## src/rtl/cascade_intc_pkg.sv

```systemverilog
package cascade_intc_pkg;

  // Register selector decoded from the low two address bits.
  typedef enum logic [1:0] {
    SEL_PEND   = 2'd0,  // live lines, read only
    SEL_ARM    = 2'd1,  // write ones to arm
    SEL_DISARM = 2'd2,  // write ones to disarm
    SEL_BYPASS = 2'd3   // bypass mask, read/write
  } reg_sel_e;

  typedef struct packed {
    logic     hit;
    reg_sel_e sel;
  } reg_dec_t;

endpackage

```

## src/rtl/cascade_intc_regs.sv

```systemverilog
module cascade_intc_regs #(
  parameter int N_SRC    = 32,
  parameter int CASC_POS = 31
) (
  input  logic             clk,
  input  logic             rst,
  input  logic             wr_arm,
  input  logic             wr_disarm,
  input  logic             wr_bypass,
  input  logic [N_SRC-1:0] wdata,
  output logic [N_SRC-1:0] arm_q,
  output logic [N_SRC-1:0] bypass_q
);

  localparam logic [N_SRC-1:0] BYPASS_WMASK = ~({{(N_SRC-1){1'b0}}, 1'b1} << CASC_POS);

  // Arm mask: set and clear ports never strobe together (one address).
  always_ff @(posedge clk) begin
    if (rst) begin
      arm_q <= '0;
    end else if (wr_arm) begin
      arm_q <= arm_q | wdata;
    end else if (wr_disarm) begin
      arm_q <= arm_q & ~wdata;
    end
  end

  // Bypass mask: cascade position is forced to stay on the cascade.
  always_ff @(posedge clk) begin
    if (rst) begin
      bypass_q <= '0;
    end else if (wr_bypass) begin
      bypass_q <= wdata & BYPASS_WMASK;
    end
  end

  assert_reset_clear_R1: assert property (@(posedge clk)
    $fell(rst) |-> (arm_q == '0 && bypass_q == '0));

  assert_arm_sets_R2: assert property (@(posedge clk) disable iff (rst)
    wr_arm |=> ((arm_q & $past(wdata)) == $past(wdata)));

  assert_disarm_clears_R3: assert property (@(posedge clk) disable iff (rst)
    wr_disarm |=> ((arm_q & $past(wdata)) == '0));

  assert_bypass_cascade_bit_R7: assert property (@(posedge clk) disable iff (rst)
    wr_bypass |=> (bypass_q[CASC_POS] == 1'b0));

endmodule

```

## src/rtl/cascade_intc_route.sv

```systemverilog
module cascade_intc_route #(
  parameter int N_SRC    = 32,
  parameter int CASC_POS = 31
) (
  input  logic             clk,
  input  logic             rst,
  input  logic [N_SRC-1:0] live,
  input  logic [N_SRC-1:0] bypass_q,
  output logic [N_SRC-1:0] prim_q
);

  localparam logic [N_SRC-1:0] CASC_BIT = {{(N_SRC-1){1'b0}}, 1'b1} << CASC_POS;

  logic [N_SRC-1:0] prim_d;

  genvar gi;
  generate
    for (gi = 0; gi < N_SRC; gi++) begin : g_line
      if (gi == CASC_POS) begin : g_casc
        // Shared request: every live line not taken off the cascade.
        assign prim_d[gi] = |(live & ~bypass_q);
      end else begin : g_direct
        assign prim_d[gi] = live[gi] & bypass_q[gi];
      end
    end
  endgenerate

  always_ff @(posedge clk) begin
    if (rst) begin
      prim_q <= '0;
    end else begin
      prim_q <= prim_d;
    end
  end

  assert_cascade_needs_live_R5: assert property (@(posedge clk) disable iff (rst)
    prim_q[CASC_POS] |-> $past(live != '0));

  assert_direct_needs_bypass_R6: assert property (@(posedge clk) disable iff (rst)
    ((prim_q & ~CASC_BIT & ~$past(bypass_q)) == '0));

  assert_quiet_follows_R8: assert property (@(posedge clk) disable iff (rst)
    $past(live == '0) |-> (prim_q == '0));

endmodule

```

## src/rtl/cascade_intc_rdmux.sv

```systemverilog
module cascade_intc_rdmux
  import cascade_intc_pkg::*;
#(
  parameter int N_SRC = 32
) (
  input  logic             clk,
  input  logic             rst,
  input  reg_dec_t         dec,
  input  logic [N_SRC-1:0] live,
  input  logic [N_SRC-1:0] arm_q,
  input  logic [N_SRC-1:0] bypass_q,
  output logic [N_SRC-1:0] rdata_q
);

  logic [N_SRC-1:0] rdata_d;

  always_comb begin
    rdata_d = '0;
    if (dec.hit) begin
      unique case (dec.sel)
        SEL_PEND:   rdata_d = live;
        SEL_ARM:    rdata_d = arm_q;
        SEL_DISARM: rdata_d = arm_q;
        SEL_BYPASS: rdata_d = bypass_q;
        default:    rdata_d = '0;
      endcase
    end
  end

  always_ff @(posedge clk) begin
    if (rst) begin
      rdata_q <= '0;
    end else begin
      rdata_q <= rdata_d;
    end
  end

  assert_pend_within_arm_R4: assert property (@(posedge clk) disable iff (rst)
    ($past(dec.hit) && $past(dec.sel) == SEL_PEND) |-> ((rdata_q & ~$past(arm_q)) == '0));

endmodule

```

## src/rtl/cascade_intc.sv

```systemverilog
module cascade_intc
  import cascade_intc_pkg::*;
#(
  parameter int N_SRC    = 32,
  parameter int ADDR_W   = 4,
  parameter int CASC_POS = 31
) (
  input  logic              clk,
  input  logic              rst,
  input  logic [N_SRC-1:0]  src_lvl,
  input  logic [ADDR_W-1:0] bus_addr,
  input  logic [N_SRC-1:0]  bus_wdata,
  input  logic              bus_we,
  output logic [N_SRC-1:0]  bus_rdata,
  output logic [N_SRC-1:0]  prim_irq
);

  localparam int SEL_W = 2;

  reg_dec_t         dec;
  logic [N_SRC-1:0] arm_q;
  logic [N_SRC-1:0] bypass_q;
  logic [N_SRC-1:0] live;
  logic             wr_arm, wr_disarm, wr_bypass;

  // Only the first four word addresses are mapped.
  always_comb begin
    dec.hit = (bus_addr[ADDR_W-1:SEL_W] == '0);
    dec.sel = reg_sel_e'(bus_addr[SEL_W-1:0]);
  end

  assign wr_arm    = bus_we && dec.hit && (dec.sel == SEL_ARM);
  assign wr_disarm = bus_we && dec.hit && (dec.sel == SEL_DISARM);
  assign wr_bypass = bus_we && dec.hit && (dec.sel == SEL_BYPASS);
  assign live      = src_lvl & arm_q;

  cascade_intc_regs #(.N_SRC(N_SRC), .CASC_POS(CASC_POS)) u_regs (
    .clk       (clk),
    .rst       (rst),
    .wr_arm    (wr_arm),
    .wr_disarm (wr_disarm),
    .wr_bypass (wr_bypass),
    .wdata     (bus_wdata),
    .arm_q     (arm_q),
    .bypass_q  (bypass_q)
  );

  cascade_intc_route #(.N_SRC(N_SRC), .CASC_POS(CASC_POS)) u_route (
    .clk      (clk),
    .rst      (rst),
    .live     (live),
    .bypass_q (bypass_q),
    .prim_q   (prim_irq)
  );

  cascade_intc_rdmux #(.N_SRC(N_SRC)) u_rdmux (
    .clk      (clk),
    .rst      (rst),
    .dec      (dec),
    .live     (live),
    .arm_q    (arm_q),
    .bypass_q (bypass_q),
    .rdata_q  (bus_rdata)
  );

  assert_ignored_write_R9: assert property (@(posedge clk) disable iff (rst)
    (bus_we && (!dec.hit || dec.sel == SEL_PEND)) |=> ($stable(arm_q) && $stable(bypass_q)));

endmodule

```

## config.mk

```make
export PLATFORM = sky130hd
export DESIGN_NAME = cascade_intc
export DESIGN_NICKNAME = d
export VERILOG_FILES = /design/src/rtl/cascade_intc_pkg.sv /design/src/rtl/cascade_intc_regs.sv /design/src/rtl/cascade_intc_route.sv /design/src/rtl/cascade_intc_rdmux.sv /design/src/rtl/cascade_intc.sv
export SDC_FILE = /design/constraint.sdc
export NUM_CORES = 1
export LEC_CHECK = 0
export BUFFER_PORTS_ARGS = -buffer_cell sky130_fd_sc_hd__buf_2
export CORE_MARGIN = 5
export CORE_UTILIZATION = 25
export CTS_BUF_LIST = sky130_fd_sc_hd__clkbuf_16
export DETAILED_ROUTE_END_ITERATION = 6
export HOLD_SLACK_MARGIN = 0.15
export PLACE_DENSITY = 0.53
export SLEW_MARGIN = 10
export SYNTH_ARGS = -nofsm -noshare
export SYNTH_HDL_FRONTEND = slang
export SYNTH_HIERARCHICAL = 1
export SYNTH_SLANG_ARGS = --single-unit
export TNS_END_PERCENT = 100
```

## constraint.sdc

```tcl
create_clock -name clk -period 3.8 [get_ports clk]
set_input_delay 0.76 -clock clk [delete_from_list [all_inputs] [get_ports clk]]
set_output_delay 0.76 -clock clk [all_outputs]
set_load 0.1 [all_outputs]
```

### Yosys cells after proc, flatten, opt, wreduce, memory -nomap -nowiden

Index checks and enable logic that the tools add are counted.

* flip-flop bits (word level): 127
* input bits: 71
* logic and storage cells: 58

* eq/ne operators: 3
* mux-type cells: 3
* bitwise gates (word level): 38
* reduce and logical (&&, ||, !) cells: 10

Operators by type and width (count)
* $and A32 B32 Y32: 3
* $pmux W32 S3: 1
* $mux W32: 2
* $not A31 Y32: 1
* $not A32 Y32: 1
* $or A32 B32 Y32: 1
* $reduce_or A32 Y1: 1
* $and A1 B1 Y1: 31
* $eq A2 B2 Y1 const B: 2
* $logic_and A1 B1 Y1: 4
* $logic_not A2 Y1: 2
* $reduce_or A2 Y1: 2
* $eq A2 B1 Y1 const B: 1
* $reduce_bool A2 Y1: 1
* $not A1 Y1: 1

### Logic depth before layout (Yosys ltp)

* word-level depth: 5
* mapped depth: 6
* gate-level depth less buffers: 5

### Cells and area by module

Netlist, hierarchy kept.

Modules (own cells, without submodules)
* cascade_intc_regs: instances 1, cells each 240, area an instance 2547.4 um^2
* cascade_intc_rdmux: instances 1, cells each 149, area an instance 1402.6 um^2
* cascade_intc_route: instances 1, cells each 150, area an instance 1142.3 um^2
* cascade_intc: instances 1, cells each 36, area an instance 235.2 um^2

### Least setup slack after synthesis

Ideal clock, no wire load.

* path type: in2reg
* start: input port bus_addr[0]
* end: register u_rdmux.rdata_q[0]
* setup time: 125 ps
* data arrival time: 1599 ps
* data required time: 3675 ps
* setup slack: 2077 ps
* cell stages on the path: 5
* path through: inv_1 > ha_1 > buf_2 > a221oi_1 > nor3_1

* cells in the longest elaborated chain, start to end: 3
* elaborated cells on any way between the ends: 6
* classes of those cells: 3 x eq/ne; 1 x mux; 2 x reduce/logical

RTL lines
* start, declared: line cascade_intc.sv:11 `input logic [ADDR_W-1:0] bus_addr,`
* $eq A2 B1 Y1 or $eq A2 B2 Y1 (tied branches): line cascade_intc_rdmux.sv:20 `unique case (dec.sel)`
* $reduce_or A2 Y1 (no line)
* $pmux W32 S3 *: line cascade_intc_rdmux.sv:20
* end signal, assigned: line cascade_intc_rdmux.sv:34 `rdata_q <= rdata_d;`
* end, declared: line cascade_intc_rdmux.sv:12 `output logic [N_SRC-1:0] rdata_q`

Every way passes the cells marked *; elsewhere a longest branch is shown, timed or not.
A chain may end at the register's enable or synchronous reset.

==> results by group <==
Run status
  – Status: complete, no violations

Clock tree
  – Clock Tree Root: clkbuf_16
  – CTS tree: yes
  – CTS-repair resized insts: 0
  – Num Clock Sinks: 127
  – Num CTS Buffers: 17
  – Clk slew on worst S/H paths: 0.06 ns
  – Clock latency on the worst-skew pair: 0.42 ns
  – CTS Buffer Depth: 2
  – Post-CTS Hold Buffers: 0
  – H-Tree Depth: 4
  – Post CTS Setup Buffer Count: 0

GRT
  – Grt ovf: 0
  – Total track usage: 14.2%
  – Pin count of the biggest net entering global routing: 56
  – First-pass GRT wire length: 26,200 um
  – Vias in the first global route: 4,437
  – Initial antenna violation count: 4

Layout
  – Fillers: 2,228
  – Final instance area: 6840 um^2
  – Multi-input gate area in the final layout: 2420 um^2
  – Layout area overhead: 28.4%
  – Register area: 2540 um^2
  – Final net count: 775
  – Fin util: 32.5%
  – Layout cells sized above 1: 29.2%

STA
  – Max Slew Vio Count: 0
  – Worst-Margin Slew: 0.891 ns
  – Final hold viol count: 0
  – Worst clock skew: 0.00886 ns
  – Max Fclk: 454 MHz
  – RSZ-0062 raised after global routing: no
  – Final Cycle Share: 58.0%
  – Slew margin rel.: 40.6%
  – Final Critical Period: 2.20 ns
  – Setup TNS: 0 ns
  – Setup violations, final: 0

Worst setup path
  – Worst Setup Start Kind: input port
  – Crit path cell chain: buf_2, nor2_2, and4_2, buf_4, mux2i_1, nor2_1
  – CP required: 4.08 ns
  – Crit path DAT: 2.48 ns
  – Crit Path Class: input port to flop
  – Critical path's slowest cell: and4_2
  – Worst-path maximum fanout: 24
  – CP peak stage delay: 0.81 ns
  – CP Capture Type: flop

Synthesis
  – Mapped Area: 5330 um^2
  – Cells after Synth: 575
  – Synth unique cells: 27
  – Yosys warns: 6
  – Syn_area_per_cell: 9.27 um^2
  – Post-synth net total: 648
  – Synth Register Bits: 127
  – Register area share after synthesis: 47.7%

Route
  – 1st-iter DRT viols: 272
  – WL/cell: 17.3 um
  – Remaining DRCs: 0
  – TritonRoute pass-1 iters: 5
  – DR vias: 4,438
  – Antenna Violating Nets Remaining: 0
  – Drt total wl: 17,200 um
  – Via density: 4.47

Pwr
  – PD cells: 493 nW/um^2
  – Flop pwr share: 40.3%
  – Pint: 2580 uW
  – Peak supply drop: 246 uV
  – LEAKAGE: 0.00273 uW
  – Comb power frac: 7.0%
  – Clock power frac: 52.8%
  – Power, Total: 3370 uW
  – Net Switching: 788 uW
  – Switching share of total power: 23.4%

Floorplanning
  – Die X-Extent: 156 um
  – Num rows: 53
  – Chip height: 156 um
  – Core area: 21,000 um^2
  – IO Pins: 135
  – Initial Util: 25.3%
  – Die Area: 24,300 um^2

Job
  – Max_cap viols: 0

Placed design
  – Input/output buffers: 134
  – Placed instance area: 6190 um^2
  – DP Wirelength: 12,500 um
  – Routability cong.: 0.753

Worst hold path
  – Hold Path Class: flop to flop
## routing by layer
| layer | track usage [%] | share of wire, % |
|---|---|---|
| met1 | 19.2 | 47 |
| met5 | 0 | 0.12 |
| met3 | 4.38 | 5.9 |
| met4 | 5.00 | 1.9 |
| met2 | 21.4 | 45 |
## cell families after synthesis
family,after synthesis,synth area share [%]
buffers and inverters,71,6.90
AOI/OAI and AO/OA,113,18.4
other,1,0.0704
muxes,31,5.82
adders and majority gates,2,0.470
and+or+nand+nor,230,20.6
DFF,127,47.7
## final timing paths
path / cells after the start / slack (ns) / end / start
max: 6 / 1.60 / u_regs/bypass_q[22]$_SDFFE_PP0P_ / bus_addr[3]
min reg2reg: 2 / 0.48 / u_route/prim_q[0]$_SDFF_PP0_ / u_regs/bypass_q[0]$_SDFFE_PP0P_
min: 2 / 0.48 / u_route/prim_q[0]$_SDFF_PP0_ / u_regs/bypass_q[0]$_SDFFE_PP0P_
max reg2reg: 5 / 2.33 / u_route/prim_q[31]$_SDFF_PP0_ / flop
## synthesized netlist by cell type
library cell	n	area (um^2)
a221oi_1	32	280
a21bo_2	2	20.0
buf_4	5	37.5
a21oi_1	2	10.0
inv_1	34	128
and4b_1	2	20.0
a21bo_1	30	300
nand2_1	63	236
nor4_1	4	25.0
nand2b_1	1	6.26
nor3_1	32	160
and2_1	32	200
o22ai_1	16	100
ha_1	2	25.0
a21oi_2	30	263
a41oi_1	1	8.76
mux2i_1	31	310
buf_2	21	105
buf_8	3	45.0
buf_6	3	33.8
and4_1	1	8.76
nor2b_1	32	200
nor2_2	1	6.26
nor2_1	62	233
dfxtp_1	127	2540
conb_1	1	3.75
clkbuf_1	5	18.8
## through the flow
step,setup WS [ns],hold WS [ns],instances
after floorplan,2.08,0.435,575
after global placement,1.22,0.471,958
after detailed placement,1.19,0.466,958
after CTS,1.60,0.479,990
after global routing,1.55,0.501,992
final,1.60,0.480,992
## cell usage in the layout (no fill, tap or decap), types with 5 or more instances in the layout
cell	n
dfxtp_1	127
a21bo_1	30
a221oi_1	32
nor2_1	62
buf_4	12
clkbuf_16	17
nand2_1	63
buf_2	133
a21oi_2	30
nor2b_1	32
o22ai_1	16
mux2i_1	31
bufinv_16	5
and2_1	32
nor3_1	32
inv_1	36
## power groups by stage
stage	combinational, uW	sequential, uW	clock [uW]
final	235	1360	1780
after CTS	237	1360	1820
after global placement	234	1390	0
after detailed placement	236	1390	0
after floorplan	107	1430	0
after global routing	256	1360	1870
## critical path, delay by kind of cell
kind | cells | cell delay (ns)
muxes | 1 | 0.22
buffers and inverters | 2 | 0.38
and+or+nand+nor | 3 | 1.11
## final cells by class
class | count | share of cell area, %
flip-flops and latches | 127 | 37.2
multi-input cells | 377 | 35.4
repair buffers | 145 | 11.0
clock buffers | 17 | 6.22
well taps | 275 | 5.03
clock inverters | 15 | 3.22
inverters | 34 | 1.87
diodes | 2 | 0.0732
Note: power is estimated with default switching activity, not from simulation.
